**src/rtl/ptw_pkg.sv**
```systemverilog
package ptw_pkg;

    typedef enum logic [2:0] {
        ST_IDLE,
        ST_ISSUE_READ,
        ST_WAIT_DATA,
        ST_CHECK,
        ST_DONE
    } ptw_state_e;

    typedef enum logic [1:0] {
        FLT_NONE    = 2'b00,
        FLT_INVALID = 2'b01,
        FLT_PROT    = 2'b10
    } ptw_fault_e;

    typedef enum logic [1:0] {
        ACC_READ  = 2'b00,
        ACC_WRITE = 2'b01,
        ACC_EXEC  = 2'b10,
        ACC_RSVD  = 2'b11
    } ptw_access_e;

    localparam int ENT_VALID_BIT = 0;
    localparam int ENT_READ_BIT  = 1;
    localparam int ENT_WRITE_BIT = 2;
    localparam int ENT_EXEC_BIT  = 3;
    localparam int ENT_FLAG_W    = 4;

endpackage

```
**src/rtl/ptw_addr_gen.sv**
```systemverilog
module ptw_addr_gen #(
    parameter int ADDR_W        = 32,
    parameter int PAGE_SHIFT    = 12,
    parameter int PTE_SIZE_LOG2 = 2
) (
    input  logic [ADDR_W-1:0] table_base,
    input  logic [ADDR_W-1:0] vaddr,
    output logic [ADDR_W-1:0] entry_addr
);
    localparam int VPN_W = ADDR_W - PAGE_SHIFT;

    logic [VPN_W-1:0]  vpn;
    logic [ADDR_W-1:0] vpn_ext;
    logic [PAGE_SHIFT-1:0] unused_offset;

    assign vpn           = vaddr[ADDR_W-1:PAGE_SHIFT];
    assign unused_offset = vaddr[PAGE_SHIFT-1:0];
    assign vpn_ext       = {{PAGE_SHIFT{1'b0}}, vpn};
    assign entry_addr    = table_base + (vpn_ext << PTE_SIZE_LOG2);

endmodule

```
**src/rtl/ptw_entry_check.sv**
```systemverilog
module ptw_entry_check
    import ptw_pkg::*;
#(
    parameter int ADDR_W     = 32,
    parameter int PAGE_SHIFT = 12
) (
    input  logic [ENT_FLAG_W-1:0]        flags,
    input  logic [ADDR_W-PAGE_SHIFT-1:0] frame,
    input  logic [1:0]                   access,
    input  logic [PAGE_SHIFT-1:0]        offset,
    output logic [1:0]                   fault,
    output logic [ADDR_W-1:0]            paddr
);
    logic permitted;

    always_comb begin
        unique case (ptw_access_e'(access))
            ACC_READ:  permitted = flags[ENT_READ_BIT];
            ACC_WRITE: permitted = flags[ENT_WRITE_BIT];
            ACC_EXEC:  permitted = flags[ENT_EXEC_BIT];
            default:   permitted = 1'b0;
        endcase
    end

    always_comb begin
        if (!flags[ENT_VALID_BIT]) begin
            fault = FLT_INVALID;
            paddr = '0;
        end else if (!permitted) begin
            fault = FLT_PROT;
            paddr = '0;
        end else begin
            fault = FLT_NONE;
            paddr = {frame, offset};
        end
    end

endmodule

```
**src/rtl/ptw_linear.sv**
```systemverilog
module ptw_linear
    import ptw_pkg::*;
#(
    parameter int ADDR_W        = 32,
    parameter int PAGE_SHIFT    = 12,
    parameter int PTE_SIZE_LOG2 = 2
) (
    input  logic              clk,
    input  logic              rst_n,
    input  logic              req_valid,
    output logic              req_ready,
    input  logic [ADDR_W-1:0] req_vaddr,
    input  logic [1:0]        req_access,
    input  logic [ADDR_W-1:0] req_ptbase,
    output logic              mem_req_valid,
    input  logic              mem_req_ready,
    output logic [ADDR_W-1:0] mem_req_addr,
    input  logic              mem_rsp_valid,
    input  logic [ADDR_W-1:0] mem_rsp_data,
    output logic              rsp_valid,
    input  logic              rsp_ready,
    output logic [ADDR_W-1:0] rsp_paddr,
    output logic [1:0]        rsp_fault
);
    localparam int PFN_W = ADDR_W - PAGE_SHIFT;

    ptw_state_e state_q, state_d;

    logic [ADDR_W-1:0]     ent_addr_q;
    logic [ADDR_W-1:0]     ent_addr_d;
    logic [PAGE_SHIFT-1:0] off_q;
    logic [1:0]            acc_q;
    logic [ENT_FLAG_W-1:0] flags_q;
    logic [PFN_W-1:0]      pfn_q;
    logic [ADDR_W-1:0]     paddr_q, chk_paddr;
    logic [1:0]            fault_q, chk_fault;
    logic                  unused_ent_bits;

    assign unused_ent_bits = ^mem_rsp_data[PAGE_SHIFT-1:ENT_FLAG_W];

    ptw_addr_gen #(
        .ADDR_W        (ADDR_W),
        .PAGE_SHIFT    (PAGE_SHIFT),
        .PTE_SIZE_LOG2 (PTE_SIZE_LOG2)
    ) i_addr_gen (
        .table_base (req_ptbase),
        .vaddr      (req_vaddr),
        .entry_addr (ent_addr_d)
    );

    ptw_entry_check #(
        .ADDR_W     (ADDR_W),
        .PAGE_SHIFT (PAGE_SHIFT)
    ) i_entry_check (
        .flags  (flags_q),
        .frame  (pfn_q),
        .access (acc_q),
        .offset (off_q),
        .fault  (chk_fault),
        .paddr  (chk_paddr)
    );

    // State register
    always_ff @(posedge clk or negedge rst_n) begin
        if (!rst_n) state_q <= ST_IDLE;
        else        state_q <= state_d;
    end

    // Transitions
    always_comb begin
        state_d = state_q;
        unique case (state_q)
            ST_IDLE:       if (req_valid)     state_d = ST_ISSUE_READ;
            ST_ISSUE_READ: if (mem_req_ready) state_d = ST_WAIT_DATA;
            ST_WAIT_DATA:  if (mem_rsp_valid) state_d = ST_CHECK;
            ST_CHECK:                         state_d = ST_DONE;
            ST_DONE:       if (rsp_ready)     state_d = ST_IDLE;
            default:                          state_d = ST_IDLE;
        endcase
    end

    // Outputs decoded from state
    always_comb begin
        req_ready     = 1'b0;
        mem_req_valid = 1'b0;
        rsp_valid     = 1'b0;
        unique case (state_q)
            ST_IDLE:       req_ready     = 1'b1;
            ST_ISSUE_READ: mem_req_valid = 1'b1;
            ST_DONE:       rsp_valid     = 1'b1;
            default:       ;
        endcase
    end

    // Walk datapath
    always_ff @(posedge clk or negedge rst_n) begin
        if (!rst_n) begin
            ent_addr_q <= '0;
            off_q      <= '0;
            acc_q      <= '0;
            flags_q    <= '0;
            pfn_q      <= '0;
            paddr_q    <= '0;
            fault_q    <= FLT_NONE;
        end else begin
            if (state_q == ST_IDLE && req_valid) begin
                ent_addr_q <= ent_addr_d;
                off_q      <= req_vaddr[PAGE_SHIFT-1:0];
                acc_q      <= req_access;
            end
            if (state_q == ST_WAIT_DATA && mem_rsp_valid) begin
                flags_q <= mem_rsp_data[ENT_FLAG_W-1:0];
                pfn_q   <= mem_rsp_data[ADDR_W-1:PAGE_SHIFT];
            end
            if (state_q == ST_CHECK) begin
                paddr_q <= chk_paddr;
                fault_q <= chk_fault;
            end
        end
    end

    assign mem_req_addr = ent_addr_q;
    assign rsp_paddr    = paddr_q;
    assign rsp_fault    = fault_q;

endmodule

```
**config.mk**
```make
export PLATFORM = sky130hd
export DESIGN_NAME = ptw_linear
export DESIGN_NICKNAME = d
export VERILOG_FILES = /design/src/rtl/ptw_pkg.sv /design/src/rtl/ptw_addr_gen.sv /design/src/rtl/ptw_entry_check.sv /design/src/rtl/ptw_linear.sv
export SDC_FILE = /design/constraint.sdc
export NUM_CORES = 1
export LEC_CHECK = 0
export BUFFER_PORTS_ARGS = -buffer_cell sky130_fd_sc_hd__clkbuf_2
export CAP_MARGIN = 10
export CORE_MARGIN = 2
export CORE_UTILIZATION = 30
export DETAILED_ROUTE_END_ITERATION = 7
export GPL_TIMING_DRIVEN = 0
export SYNTH_ARGS = -nofsm -noshare
export SYNTH_HDL_FRONTEND = slang
export SYNTH_SLANG_ARGS = --single-unit
```
**constraint.sdc**
```tcl
create_clock -name clk -period 4.85 [get_ports clk]
set_clock_uncertainty 0.1 [all_clocks]
set_input_delay 0.97 -clock clk [delete_from_list [all_inputs] [get_ports clk]]
set_output_delay 0.97 -clock clk [all_outputs]
set_load 0.05 [all_outputs]
```
# After elaboration in Yosys (flattened, before gate mapping)

Cells that the tools add are included.
W data, S select, Z words.

$add $sub $neg: 1
Equal/unequal tests: 10
Muxes and demuxes: 13
Reduce and logical (&&, ||, !) cells: 5

Operators by type and width:

| operator             | number |
|---|---|
| $mux W32             | 2 |
| $add A32 B22 Y32     | 1 |
| $pmux W3 S5          | 1 |
| $mux W3              | 4 |
| $ne A2 B2 Y1 const B | 4 |
| $eq A3 B2 Y1 const B | 2 |
| $mux W2              | 2 |
| $reduce_and A4 Y1    | 1 |
| $eq A3 B1 Y1 const B | 1 |
| $eq A3 B3 Y1 const B | 1 |
| $logic_not A3 Y1     | 1 |
| $mux W1              | 3 |
| $pmux W1 S3          | 1 |
| $eq A2 B1 Y1 const B | 1 |
| $eq A2 B2 Y1 const B | 1 |
| $logic_and A1 B1 Y1  | 2 |
| $logic_not A2 Y1     | 1 |

Flip-flop bits (word level): 107
Output and inout port bits: 69
Word-level logic and storage cells: 37

# Longest topological paths before layout

Depth in word-level cells: 4
Depth in mapped cells: 10
Mapped depth without buffers: 10

# Hierarchy

From an unflattened synthesis, not the netlist that was laid out.

Cell total of the unflattened synthesis: 579
Area, all modules: 6493.7 um^2

By module, submodules not included:

| module          | instances | cells each | area each (um^2) | seq. area each (um^2) |
|---|---|---|---|---|
| ptw_linear      | 1         | 241        | 4086.4           | 2677.6 |
| ptw_addr_gen    | 1         | 224        | 1487.7           | 0.0 |
| ptw_entry_check | 1         | 114        | 919.6            | 0.0 |

# Least setup slack after synthesis

OpenSTA, ideal clock, no wires.

Path kind: in2reg
Start: in req_vaddr[12]
End: reg ent_addr_q[20] (netlist: mem_req_addr[20])
Data arrival time: 2.674 ns
Path slack: 1.987 ns
Stages: 9
Buffers on the path: 0
Cells stage by stage: ha_1 -> inv_1 -> fa_1 -> nor2b_1 -> o2111ai_1 -> a21boi_0 -> o21ai_0 -> or3_1 -> a41oi_1

Word-level cells in the longest chain between the ends: 1

RTL lines:

| item                 | line               | RTL |
|---|---|---|
| from (decl)          | ptw_linear.sv:12   | `input logic [ADDR_W-1:0] req_vaddr,` |
| $add A32 B22 Y32     | ptw_addr_gen.sv:19 | `assign entry_addr = table_base + (vpn_ext << PTE_SIZE_LOG2);` |
| to (signal assigned) | ptw_linear.sv:107  | `ent_addr_q <= ent_addr_d;` |
| to (decl)            | ptw_linear.sv:29   | `logic [ADDR_W-1:0] ent_addr_q;` |

No other way between the ends.
A chain may end at the register's enable or synchronous reset.

# Worst setup path after layout

Ends and elaborated chain as after synthesis.

==> flow_summary.json <==
{
  "yosys-top-cells-count": "dfrtp_1 (107), nand2_1 (54), mux2_2 (40)",
  "critPathTopFamily": "compound AO/OA/AOI/OAI gates",
  "synth.most_common_cell": "dfrtp_1",
  "finalHoldViolations": 0,
  "synthFlopType": "dfrtp_1",
  "cts_setup_buffers": 0,
  "status": "finished clean",
  "rows": 48,
  "synth_edf_count": 0,
  "drv_cap": 0,
  "synth_area_per_cell_um2": 11.1,
  "synth_area_um2": 5270,
  "min_from": "rsp_fault[1]",
  "tns_ns": 0,
  "grt_start_max_net_pins": 108,
  "finalPower_w": 0.00441,
  "p_per_area_nw_per_um2": 662,
  "firstDrtPassIters": 4,
  "relSlewSlack_pct": 42.2,
  "die_x_um": 136,
  "gp_congestion": 0.840,
  "crit_buf_inv": 2,
  "fin_util_pct": 38.6,
  "cp-start-kind": "input pin",
  "drtAntennaViolNets": 0,
  "cpPeakStageDelay_ns": 0.40,
  "yosysTopAreaCell": "dfrtp_1",
  "h-tree-depth": 3,
  "cts_hold_buf": 0,
  "fin_crit_sh_pct": 60.6,
  "crit_path_end_kind": "flop",
  "syn_inst": 476,
  "worst_path_max_delay_cell": "or3_1",
  "vias_per_cell": 4.81,
  "drv_slew": 0,
  "clock_path_buffers": 2,
  "synth-seq-cells": 107,
  "arrival_ns": 3.10,
  "cts_resized": 0,
  "wl_per_cell_um": 15.1,
  "synth_warnings": 0,
  "required_ns": 5.01,
  "antennaDiodeCount": 0,
  "leakage_nw": 3.26,
  "drcViolationCount": 0,
  "grt_pass1_wl_um": 21300,
  "multiInputGateArea_um2": 2420,
  "hold_path_class": "reg -> reg",
  "initial_core_util_pct": 30.5,
  "io_pins": 173,
  "setup_viol": 0,
  "syn-num-nets": 601,
  "area_growth_pct": 26.4,
  "fp.dieArea_um2": 18600,
  "vias": 4239,
  "critPathLaunch": "req_vaddr[12]",
  "grt_pass1_vias": 4119,
  "r2r_start": "state_q[0]",
  "synth.distinct_cells": 54,
  "fin_nets": 776,
  "numCtsBuffers": 9,
  "synth_top_area_share_pct": 50.9,
  "synth_area_leaders": "dfrtp_1 (51%), mux2_2 (8.6%), a22o_1 (5.3%)",
  "ff_latch_area_um2": 2680,
  "dpl.hpwl_um": 10100,
  "drive_gt1_share_pct": 37.2,
  "drt-total-wl_um": 13300,
  "rsz0062_at_grt": "no",
  "period_needed_ns": 2.94,
  "fp.dieH_um": 136,
  "cts_tree": "done",
  "grt_usage_pct": 14.7,
  "grt-ovfl-total": 0,
  "worst-path-max-fanout": 3,
  "fmax_mhz": 340,
  "path_cells": "clkbuf_2 > ha_1 > inv_1 > fa_1 > nor2b_1 > o2111ai_1 > a21boi_0 > o21ai_0 > or3_1 > a41oi_1",
  "cts.sink_count": 107,
  "clkSlewWorstSetupHoldPaths_ns": 0.07,
  "synth_seq_area_share_pct": 50.9,
  "vdd_drop_max_v": 0.000296,
  "cts_root_buf": "clkbuf_16",
  "n_fill_cell": 1741,
  "drt_iter0_drc": 124,
  "tightest_slew_ns": 0.866,
  "async_flop_share_pct": 100,
  "clk_latency_ns": 0.34,
  "portBuffers": 164,
  "core_area_um2": 17200,
  "grt_antenna_before_repair": 0,
  "path_class": "in -> reg"
}
[kinds of logic after synthesis]
logic type / share of synthesized area (%)
mux: 8.94
buf+inv: 3.18
fa+ha+maj: 5.13
flops: 50.9
compound gates: 17.7
simple gates: 9.67
xor+xnor: 4.49
[cell usage in the layout, fill, tap and decap left out, types with 4 or more instances in the layout]
master	n
mux2_2	40
ha_1	20
o21ai_0	36
a22o_1	32
buf_2	5
nand2_1	54
xor2_1	8
nand3_1	5
nand4_1	8
a21oi_1	31
clkbuf_2	163
nor2_1	10
o21ai_1	6
xnor2_1	19
o21a_1	4
clkbuf_1	16
clkbuf_16	9
dfrtp_1	107
inv_1	10
a21o_1	9
nand2b_1	4
[state kept, by name (all words and copies together) (netlist names)]
signal and flops:
mem_req_addr 32, rsp_paddr 32, flags_q 4, rsp_fault 2, off_q 12, acc_q 2
pfn_q 20, state_q 3
[per-stage QoR]
step	area, µm²	hold WS, ns	cells	worst slack, ns
floorplan	5270	0.353	476	1.99
global placement	6370	0.363	865	1.09
detailed placement	6380	0.367	865	1.58
CTS	6660	0.383	881	1.94
global route	6660	0.403	881	1.69
finish	6660	0.377	881	1.91
[power by group]
group | switching [W] | internal (W) | total, W | leakage, nW
registers | 0.000233 | 0.00132 | 0.00156 | 1.35
logic | 0.00151 | 0.000636 | 0.00215 | 1.78
clock network | 0.000347 | 0.000355 | 0.000703 | 0.129
total | 0.00209 | 0.00231 | 0.00441 | 3.26
[final cells by class]
class	instances	share of cell area (%)
sequential	107	40.2
timing repair buffer	164	12.5
clock buffer	10	3.44
clock inverter	6	0.752
tap	225	4.23
multi-input combinational	333	36.4
inverter	11	0.620
buffer	25	1.90
[metal layers]
| layer | up-vias | wire length, µm | global-route usage, % |
|---|---|---|---|
| met5 | - | 0 | 0 |
| met4 | 0 | 223 | 4.69 |
| met3 | 16 | 829 | 3.73 |
| met2 | 126 | 6380 | 24.0 |
| met1 | 2033 | 5870 | 19.1 |
| li1 | 2064 | - | - |
[worst paths after layout]
kind / depth (start not counted) / endpoint / slack [ns]
max: 10 / mem_req_addr[20] / 1.91
min: 2 / rsp_fault[1] / 0.38
max reg2reg: 4 / pfn_q[16] / 2.52
min reg2reg: 2 / rsp_fault[1] / 0.38
max in group asynchronous: 1 / mem_req_addr[22] / 3.43
min in group asynchronous: 1 / pfn_q[10] / 0.65
[worst register-to-register path: stages (launching register included)]
cell,delay (ns)
dfrtp_1,0.45
nand2b_1,0.22
nor3_2,0.55
clkbuf_1,0.50
mux2_2,0.39
No activity file was read; power rests on OpenSTA's default activity.
